[src/rtl/vp8fs_pkg.sv]
package vp8fs_pkg;
  localparam int TAG_LEN_W = 19;   // header length field inside the tag
  localparam int KEY_PRE   = 10;
  localparam int INTER_PRE = 3;

  typedef enum logic [1:0] {
    PH_IDLE,
    PH_PRE,
    PH_HDR,
    PH_PAY
  } phase_e;
endpackage

[src/rtl/vp8fs_sizer.sv]
module vp8fs_sizer
  import vp8fs_pkg::*;
#(
  parameter int LEN_W  = 24,
  parameter int SIZE_W = LEN_W + 2
) (
  input  logic [LEN_W-1:0]  hdr_len_i,
  input  logic [LEN_W-1:0]  pay_len_i,
  input  logic              key_i,
  input  logic [SIZE_W-1:0] cap_i,
  output logic [3:0]        pre_len_o,
  output logic [SIZE_W-1:0] total_o,
  output logic              reject_o
);
  logic too_long;

  generate
    if (LEN_W > TAG_LEN_W) begin : g_len_chk
      assign too_long = |hdr_len_i[LEN_W-1:TAG_LEN_W];
    end else begin : g_len_ok
      assign too_long = 1'b0;
    end
  endgenerate

  assign pre_len_o = key_i ? 4'(KEY_PRE) : 4'(INTER_PRE);
  assign total_o   = SIZE_W'(hdr_len_i) + SIZE_W'(pay_len_i) + SIZE_W'(pre_len_o);
  assign reject_o  = too_long || (total_o > cap_i);
endmodule

[src/rtl/vp8fs_prefix.sv]
module vp8fs_prefix
  import vp8fs_pkg::*;
(
  input  logic [3:0]           idx_i,
  input  logic [TAG_LEN_W-1:0] hdr_len_i,
  input  logic                 key_i,
  input  logic [15:0]          width_i,
  input  logic [15:0]          height_i,
  output logic [7:0]           byte_o
);
  logic [23:0] tag;

  assign tag = {hdr_len_i, 1'b1, 3'b000, ~key_i};

  always_comb begin
    unique case (idx_i)
      4'd0:    byte_o = tag[7:0];
      4'd1:    byte_o = tag[15:8];
      4'd2:    byte_o = tag[23:16];
      4'd3:    byte_o = 8'h9d;
      4'd4:    byte_o = 8'h01;
      4'd5:    byte_o = 8'h2a;
      4'd6:    byte_o = width_i[7:0];
      4'd7:    byte_o = width_i[15:8];
      4'd8:    byte_o = height_i[7:0];
      4'd9:    byte_o = height_i[15:8];
      default: byte_o = 8'h00;
    endcase
  end
endmodule

[src/rtl/vp8_frame_stitcher.sv]
module vp8_frame_stitcher
  import vp8fs_pkg::*;
#(
  parameter int LEN_W  = 24,
  parameter int SIZE_W = LEN_W + 2
) (
  input  logic              clk_i,
  input  logic              rst_ni,
  input  logic              start_i,
  input  logic [LEN_W-1:0]  hdr_len_i,
  input  logic [LEN_W-1:0]  pay_len_i,
  input  logic              key_i,
  input  logic [15:0]       width_i,
  input  logic [15:0]       height_i,
  input  logic [SIZE_W-1:0] cap_i,
  input  logic [7:0]        hdr_data_i,
  input  logic              hdr_valid_i,
  output logic              hdr_ready_o,
  input  logic [7:0]        pay_data_i,
  input  logic              pay_valid_i,
  output logic              pay_ready_o,
  output logic [7:0]        out_data_o,
  output logic              out_valid_o,
  output logic              out_last_o,
  input  logic              out_ready_i,
  output logic              busy_o,
  output logic              done_o,
  output logic              err_o,
  output logic [SIZE_W-1:0] total_o
);
  phase_e             phase_q;
  logic [3:0]         idx_q, pre_len_q, pre_len_d;
  logic [LEN_W-1:0]   cnt_q, hdr_len_q, pay_len_q;
  logic               key_q, done_q, err_q;
  logic [15:0]        width_q, height_q;
  logic [SIZE_W-1:0]  total_q, total_d;
  logic               reject;
  logic [7:0]         pre_byte;
  logic               pre_end, hdr_end, pay_end, hdr_none, pay_none, xfer;

  vp8fs_sizer #(.LEN_W(LEN_W), .SIZE_W(SIZE_W)) u_sizer (
    .hdr_len_i (hdr_len_i),
    .pay_len_i (pay_len_i),
    .key_i     (key_i),
    .cap_i     (cap_i),
    .pre_len_o (pre_len_d),
    .total_o   (total_d),
    .reject_o  (reject)
  );

  vp8fs_prefix u_prefix (
    .idx_i     (idx_q),
    .hdr_len_i (hdr_len_q[TAG_LEN_W-1:0]),
    .key_i     (key_q),
    .width_i   (width_q),
    .height_i  (height_q),
    .byte_o    (pre_byte)
  );

  assign hdr_none = (hdr_len_q == '0);
  assign pay_none = (pay_len_q == '0);
  assign pre_end  = (idx_q == pre_len_q - 4'd1);
  assign hdr_end  = (cnt_q == hdr_len_q - LEN_W'(1));
  assign pay_end  = (cnt_q == pay_len_q - LEN_W'(1));

  always_comb begin
    out_data_o  = 8'h00;
    out_valid_o = 1'b0;
    out_last_o  = 1'b0;
    hdr_ready_o = 1'b0;
    pay_ready_o = 1'b0;
    unique case (phase_q)
      PH_PRE: begin
        out_data_o  = pre_byte;
        out_valid_o = 1'b1;
        out_last_o  = pre_end && hdr_none && pay_none;
      end
      PH_HDR: begin
        out_data_o  = hdr_data_i;
        out_valid_o = hdr_valid_i;
        out_last_o  = hdr_end && pay_none;
        hdr_ready_o = out_ready_i;
      end
      PH_PAY: begin
        out_data_o  = pay_data_i;
        out_valid_o = pay_valid_i;
        out_last_o  = pay_end;
        pay_ready_o = out_ready_i;
      end
      default: ;
    endcase
  end

  assign xfer = out_valid_o && out_ready_i;

  always_ff @(posedge clk_i or negedge rst_ni) begin
    if (!rst_ni) begin
      phase_q   <= PH_IDLE;
      idx_q     <= '0;
      cnt_q     <= '0;
      pre_len_q <= 4'(INTER_PRE);
      hdr_len_q <= '0;
      pay_len_q <= '0;
      key_q     <= 1'b0;
      width_q   <= '0;
      height_q  <= '0;
      total_q   <= '0;
      done_q    <= 1'b0;
      err_q     <= 1'b0;
    end else begin
      done_q <= 1'b0;
      err_q  <= 1'b0;
      unique case (phase_q)
        PH_IDLE: if (start_i) begin
          if (reject) begin
            done_q  <= 1'b1;
            err_q   <= 1'b1;
            total_q <= '0;
          end else begin
            phase_q   <= PH_PRE;
            idx_q     <= '0;
            cnt_q     <= '0;
            pre_len_q <= pre_len_d;
            hdr_len_q <= hdr_len_i;
            pay_len_q <= pay_len_i;
            key_q     <= key_i;
            width_q   <= width_i;
            height_q  <= height_i;
            total_q   <= total_d;
          end
        end
        PH_PRE: if (xfer) begin
          if (out_last_o) begin
            phase_q <= PH_IDLE;
            done_q  <= 1'b1;
          end else if (pre_end) begin
            phase_q <= hdr_none ? PH_PAY : PH_HDR;
            cnt_q   <= '0;
          end else begin
            idx_q <= idx_q + 4'd1;
          end
        end
        PH_HDR: if (xfer) begin
          if (out_last_o) begin
            phase_q <= PH_IDLE;
            done_q  <= 1'b1;
          end else if (hdr_end) begin
            phase_q <= PH_PAY;
            cnt_q   <= '0;
          end else begin
            cnt_q <= cnt_q + LEN_W'(1);
          end
        end
        PH_PAY: if (xfer) begin
          if (out_last_o) begin
            phase_q <= PH_IDLE;
            done_q  <= 1'b1;
          end else begin
            cnt_q <= cnt_q + LEN_W'(1);
          end
        end
        default: phase_q <= PH_IDLE;
      endcase
    end
  end

  assign busy_o  = (phase_q != PH_IDLE);
  assign done_o  = done_q;
  assign err_o   = err_q;
  assign total_o = total_q;
endmodule

[config.mk]
export PLATFORM = sky130hd
export DESIGN_NAME = vp8_frame_stitcher
export DESIGN_NICKNAME = d
export VERILOG_FILES = /design/src/rtl/vp8fs_pkg.sv /design/src/rtl/vp8fs_sizer.sv /design/src/rtl/vp8fs_prefix.sv /design/src/rtl/vp8_frame_stitcher.sv
export SDC_FILE = /design/constraint.sdc
export NUM_CORES = 1
export LEC_CHECK = 0
export BUFFER_PORTS_ARGS = -buffer_cell sky130_fd_sc_hd__buf_2
export CAP_MARGIN = 40
export CORE_UTILIZATION = 49
export DETAILED_ROUTE_END_ITERATION = 8
export HOLD_SLACK_MARGIN = 0.12
export PLACE_DENSITY = 0.7
export SLEW_MARGIN = 20
export SYNTH_ARGS = -nofsm -noshare
export SYNTH_HDL_FRONTEND = slang
export SYNTH_SLANG_ARGS = --single-unit
[constraint.sdc]
create_clock -name clk_i -period 7.15 [get_ports clk_i]
set_input_delay 0.715 -clock clk_i [delete_from_list [all_inputs] [get_ports clk_i]]
set_output_delay 0.715 -clock clk_i [all_outputs]
set_load 0.02 [all_outputs]
==> results of run 1 <==
==> final timing paths <==
check,to,cells after the start
max,cnt_q[10],21
min,hdr_len_q[14],1
max reg2reg,cnt_q[12],13
min reg2reg,total_o[8],2
max in group asynchronous,hdr_len_q[18],2
min in group clk_i,height_q[15],3
==> power by group <==
group          leakage (nW)  switching (W)  internal, W
combinational          3.97       0.000977     0.000615
sequential             1.88       0.000255     0.000950
clock                 0.289       0.000413     0.000497
==> state kept, by name, summed over array words and instances (netlist names) <==
name       count
pay_len_q     24
cnt_q         24
height_q      16
width_q       16
total_o       26
pre_len_q      2
err_o          1
hdr_len_q     24
phase_q        2
idx_q          4
done_o         1
==> cell type report <==
cell class,count,area [um2],area share (%)
repair buffers,185,1000,7.79
clock buffers,17,425,3.31
multi-input cells,1140,7150,55.7
inverters,60,225,1.75
well taps,285,357,2.78
diodes,2,5.00,0.0390
clock inverters,15,166,1.30
flip-flops and latches,140,3500,27.3
==> through the flow <==
stage	setup WS [ns]	cell area, um2
2_1_floorplan	1.31	11200
3_5_place_dp	0.171	12200
5_1_grt	0.153	12800
3_3_place_gp	0.304	12200
4_1_cts	0.577	12800
6_report	0.487	12800
==> logic make-up after synthesis <==
kind of cell / Yosys count / synth area share, %
adders and majority gates: 67 / 7.53
and+or+nand+nor: 658 / 28.1
muxes: 7 / 0.680
DFF: 140 / 31.2
xor gates and xnor gates: 88 / 6.86
buffers and inverters: 141 / 5.21
AOI/OAI and AO/OA: 320 / 20.4
==> layer usage <==
layer  vias up  global-route usage (%)
met2       419                    45.0
met3        80                    6.21
li1       5320                       -
met4         2                    12.9
met5         -                       0
met1      5221                    39.3
==> synthesized netlist by cell type, drive strengths merged, types with 8 or more instances <==
cell	instances	area share, %
o22ai	11	0.61
nand4b	9	0.70
nor4	17	1.0
o21ai	92	5.0
xor2	31	2.4
nand2	306	10
or4	10	0.67
nand3	45	2.0
buf	17	1.1
inv	59	2.0
and3	18	1.0
and2	16	0.89
a222oi	8	0.71
nand4	30	1.7
a21oi	51	2.3
nor3	39	1.7
o211ai	13	0.87
or3	15	0.84
ha	66	7.4
a21o	19	1.3
a22o	18	1.4
nand2b	19	1.1
clkbuf	64	2.1
o31ai	12	0.80
dfrtp	139	31
nor2b	20	1.1
a31oi	14	0.78
nor2	82	2.7
xnor2	57	4.4
==> worst reg2reg max path: stages, from the launching register on <==
cell and delay [ns]:
sky130_fd_sc_hd__dfrtp_1 0.44, sky130_fd_sc_hd__inv_1 0.16, sky130_fd_sc_hd__ha_1 0.25, sky130_fd_sc_hd__nor3b_1 0.75, sky130_fd_sc_hd__nand2_1 0.21, sky130_fd_sc_hd__nor4_1 0.33, sky130_fd_sc_hd__xnor2_1 0.11, sky130_fd_sc_hd__nor4_1 0.56
sky130_fd_sc_hd__nand3_2 0.17, sky130_fd_sc_hd__o221ai_2 0.31, sky130_fd_sc_hd__a31o_1 0.22, sky130_fd_sc_hd__buf_4 0.38, sky130_fd_sc_hd__o21ai_1 0.15, sky130_fd_sc_hd__a22o_1 0.21
==> flow_summary.toml, run 1 <==
[clocking]
postCtsSetupRepairBufs = 0
clkTransAtPathRegs_ns = 0.07
root_buffer = "sky130_fd_sc_hd__clkbuf_16"
cts_tree = "yes"
cts_hold_buffers = 0
cts_buffer_depth = 2
clk_latency_ns = 0.44
cts.sink_count = 140
post_cts_resize_count = 0
cts-buffers-inserted = 17
cts_htree_levels = 4

[placement]
place_hpwl_um = 25200
placed_cells = 1808
place_congestion = 0.927
placement.io_buffers = 169

[critical_path]
timing.rr.start = "hdr_len_q[0]"
cp_top_family = "compound AO/OA/AOI/OAI gates"
crit_path_cell_trace = "buf_2 -> ha_1 -> and2_1 -> nand3_1 -> a2111oi_0 -> nor3_1 -> xnor2_1 -> nor4bb_1 -> and4b_1 -> and4_1 -> xor2_1 -> ha_1 -> nand4_1 -> nor2_1 -> nand2_1 -> o21ai_0 -> nand2_1 -> a211o_1 -> a31oi_1 -> nand2_2 -> o41ai_1"
reg_to_reg_setup_timing_slack_ns = 2.78
worst_ep_required_time_ns = 7.47
crit_path_max_fo = 8
startpoint = "pay_len_i[4]"
worst_path_largest_cell_delay_ns = 0.86
critPathKind = "in2reg"
endpoint_kind = "flip-flop"
critical_path.startpoint_type = "primary input"
critPathArrivalTime_ns = 6.99
worstPathBufferInverterCount = 1
critical-path-slowest-cell = "sky130_fd_sc_hd__a2111oi_0"

[finish]
layout.nets = 1740
postLayoutCoreUtil_pct = 56.9
post_layout_nonfiller_instances = 1844
drive_above_1_share_pct = 17.5
nFillCells = 2080
area_growth_syn_to_fin_pct = 14.3
layout_common_cells = "sky130_fd_sc_hd__nand2_1, sky130_fd_sc_hd__buf_2, sky130_fd_sc_hd__dfrtp_1"
layout_commonest_cell = "sky130_fd_sc_hd__nand2_1"

[sta]
finalWorstPathRequiredPeriod_ns = 6.66
final-hold-violation-count = 0
tightest_slew_ns = 0.864
maxSlewHeadroom_pct = 40.9
setup-tns-final_ns = 0
final-setup-viol-count = 0
final_min_period_over_clock_period_pct = 93.2
slew_violations = 0
fin_skew_ns = 0.0133
worst_hold_margin_ns = 0.161
grt_setup_unrepaired = "false"
max_clock_freq_ghz = 0.150

[logic_synthesis]
synthesis.nets = 1617
synthArstFlopShare_pct = 100
synth_seq_area_share_pct = 31.2
synth_enable_flop_cells = 0
post_synth_inst_count = 1421
ys.flop_type = "sky130_fd_sc_hd__dfrtp_1"
synthesis.area_um2 = 11200
yosysWarnings = 0
syn_area_per_cell_um2 = 7.90
ys_ff_latch = 140
synth_cell_type_count = 88

[drt]
drc_errors = 0
via_per_inst = 5.99
detail_route.wl_per_cell_um = 18.3
dr.first_iter.drc_count = 927
route.met2.wl_um = 15300
length_of_routed_met3_wiring_um = 2350
ant_nets = 0
highest_layer = "met5"
dr.pass1.iters = 6
route.final.wire_length_um = 33800
wl_met1_um = 14900
route.vias.total = 11000

[floorplanning]
area_enclosed_by_the_die_boundary_um2 = 23500
top_level_ports = 170
row_count = 55
die_h_um = 153
core_area_um2 = 22600
effective_utilization_at_floorplan_pct = 49.8
chipWidth_um = 153

[global_route]
grt_max_degree = 86
antenna_found_initial = 3
globalRouteOverflowTotal = 0
grt_pass1_vias = 10300
grt_use_total_pct = 29.2
wire_length_of_the_first_global_routing_pass_um = 54600

[pwr]
cellPowerDensity_nw_per_um2 = 289
power.leakage_nw = 6.13
peakVddDrop_uv = 176
totalPowerFinal_w = 0.00371

[min_path]
worstHoldPathType = "in2async"

[outcome]
status = "finished clean"

[flow_run]
maxCapViolations = 0
Note: power is estimated with default switching activity, not from simulation.
==> run 2, diff against run 1 <==
- CORE_ASPECT_RATIO: unset -> 0.6
==> run 2 against run 1 <==
Effect of this change:
- sequential cell count unchanged
- design area up 0.84%
- hold slack gained 0.14 ns
- critical endpoint unchanged
==> flow_summary.toml, run 2 (synthesized netlist as in run 1, its figures left out) <==
[critical_path]
timing.rr.start = "hdr_len_q[0]"
critPathKind = "in2reg"
crit_path_max_fo = 8
timing.rr.end = "cnt_q[5]"
reg_to_reg_setup_timing_slack_ns = 2.67
worst_path_largest_cell_delay_ns = 0.57
worst_ep_required_time_ns = 7.49
critical-path-slowest-cell = "sky130_fd_sc_hd__nor4bb_1"
timing.reg2reg.worst_path_depth = 13
critPathArrivalTime_ns = 6.76
critical_path.startpoint_type = "primary input"
crit_path_cell_trace = "buf_2 -> ha_1 -> inv_1 -> fa_1 -> nand2b_1 -> a211oi_1 -> buf_4 -> o21ai_0 -> a2bb2oi_1 -> xor2_1 -> nor4bb_1 -> nand3b_1 -> a211o_1 -> xnor2_1 -> ha_1 -> nand4_1 -> nor2_1 -> nand2_1 -> o21ai_0 -> nand2_1 -> a211o_1 -> a31oi_1 -> nand2_2 -> o41ai_1"
endpoint_kind = "flip-flop"

[pwr]
p_seq_share_pct = 31.5
peakVddDrop_uv = 175
power.leakage_nw = 6.16
power.internal_w = 0.00214
switching_share_pct = 44.3
total_switching_power_w = 0.00170
clockPowerShare_pct = 25.0
cellPowerDensity_nw_per_um2 = 297
comb_power_share_pct = 43.6

[clocking]
cts.sink_count = 140
cts_htree_levels = 4
cts_tree = "yes"
cts_hold_buffers = 0
postCtsSetupRepairBufs = 0
post_cts_resize_count = 0
root_buffer = "sky130_fd_sc_hd__clkbuf_16"
cts_buffer_depth = 2
clk_latency_ns = 0.46
clkTransAtPathRegs_ns = 0.06
cts-buffers-inserted = 17

[global_route]
globalRouteOverflowTotal = 0
globalRoute.busiestLayer = "met1"
use_met3_pct = 8.58
global_route.usage.met1_pct = 52.6
grt_use_total_pct = 32.1
wire_length_of_the_first_global_routing_pass_um = 57700
grt_pass1_vias = 10200
grt.met2_usage_pct = 40.0
antenna_found_initial = 0
grt_max_degree = 77

[drt]
dr.pass1.iters = 5
drc_errors = 0
ant_nets = 0
route.final.wire_length_um = 36900
detail_route.wl_per_cell_um = 19.7
route.vias.total = 11300
via_per_inst = 6.06
dr.first_iter.drc_count = 1274

[finish]
drive_above_1_share_pct = 17.8
area_growth_syn_to_fin_pct = 15.2
largest_reg_flops = 26
layout.nets = 1745
layout_common_cells = "sky130_fd_sc_hd__nand2_1, sky130_fd_sc_hd__buf_2, sky130_fd_sc_hd__dfrtp_1"
layout_commonest_cell = "sky130_fd_sc_hd__nand2_1"
diodes = 0
postLayoutCoreUtil_pct = 58.1
nFillCells = 2097

[sta]
setup-tns-final_ns = 0
final_min_period_over_clock_period_pct = 89.8
tightest_slew_ns = 0.877
worst_hold_margin_ns = 0.301
fin_skew_ns = 0.00972
maxSlewHeadroom_pct = 41.4
final-setup-viol-count = 0
finalWorstPathRequiredPeriod_ns = 6.42
grt_setup_unrepaired = "false"
slew_violations = 0
max_clock_freq_ghz = 0.156
post-route-worst-setup-slack_ns = 0.731
final-hold-violation-count = 0

[placement]
placement.setup.worst_slack_ns = 0.428
placement.io_buffers = 169
place_hpwl_um = 28300
place_congestion = 0.970

[floorplanning]
row_count = 42
core_area_um2 = 22300
chipWidth_um = 197
area_enclosed_by_the_die_boundary_um2 = 23500
top_level_ports = 170
effective_utilization_at_floorplan_pct = 50.4
die_h_um = 119

[min_path]
worstHoldPathType = "in2async"

[outcome]
status = "finished clean"

[flow_run]
maxCapViolations = 0
## run 2: cell types whose count changed in the layout (fill, tap and decap cells not counted), sizes merged
cell / previous run / this run
clkinvlp: 1 / 3
clkinv: 4 / 3
diode: 2 / 0
buf: 185 / 188
clkdlybuf4s15: 0 / 2
bufinv: 1 / 3
clkbuf: 17 / 18
inv: 69 / 65
## run 2: area by class of cell
class	instances	area (um2)	area share, %
flip-flops and latches	140	3500	27.1
well taps	308	385	2.98
multi-input cells	1140	7150	55.3
clock inverters	14	183	1.41
clock buffers	18	439	3.39
inverters	60	225	1.74
repair buffers	190	1050	8.14
## run 2: per-layer routing
layer | vias to the layer above | wire length [um]
met3 | 34 | 4060
li1 | 5327 | -
met4 | 0 | 406
met2 | 567 | 13800
met1 | 5404 | 18600
met5 | - | 0
## run 2: power groups by stage
stage | clock, W | sequential (W) | combinational [W]
2_1_floorplan | 0 | 0.00109 | 0.00124
3_3_place_gp | 0 | 0.00121 | 0.00158
3_5_place_dp | 0 | 0.00121 | 0.00162
4_1_cts | 0.000972 | 0.00120 | 0.00163
5_1_grt | 0.00100 | 0.00123 | 0.00184
6_report | 0.000962 | 0.00121 | 0.00168
## run 2: how the worst max path moves through the flow
| stage | startpoint | to | slack [ns] | cells after the start |
|---|---|---|---|---|
| after floorplan | hdr_len_i[0] | cnt_q[10] | 1.31 | 23 |
| final | hdr_len_i[0] | cnt_q[10] | 0.73 | 24 |
| after global placement | hdr_len_i[0] | cnt_q[10] | 0.72 | 24 |
| after detailed placement | hdr_len_i[0] | cnt_q[10] | 0.43 | 24 |
| after global routing | hdr_len_i[0] | cnt_q[10] | 0.20 | 24 |
| after CTS | hdr_len_i[0] | cnt_q[10] | 0.85 | 24 |
## run 2: through the flow
step                std cells  power [W]  cell area [um2]
global route             1870    0.00408            12900
floorplan                1421    0.00233            11200
CTS                      1868    0.00380            12900
detailed placement       1836    0.00283            12300
finish                   1870    0.00385            12900
global placement         1834    0.00279            12300
## run 2: worst max-delay path: cells and delay by family
kind	cells	cell delay [ns]
and+or+nand+nor	8	1.71
buffers and inverters	3	0.31
xor gates and xnor gates	2	0.51
AOI/OAI and AO/OA	8	2.58
adders and majority gates	3	0.89
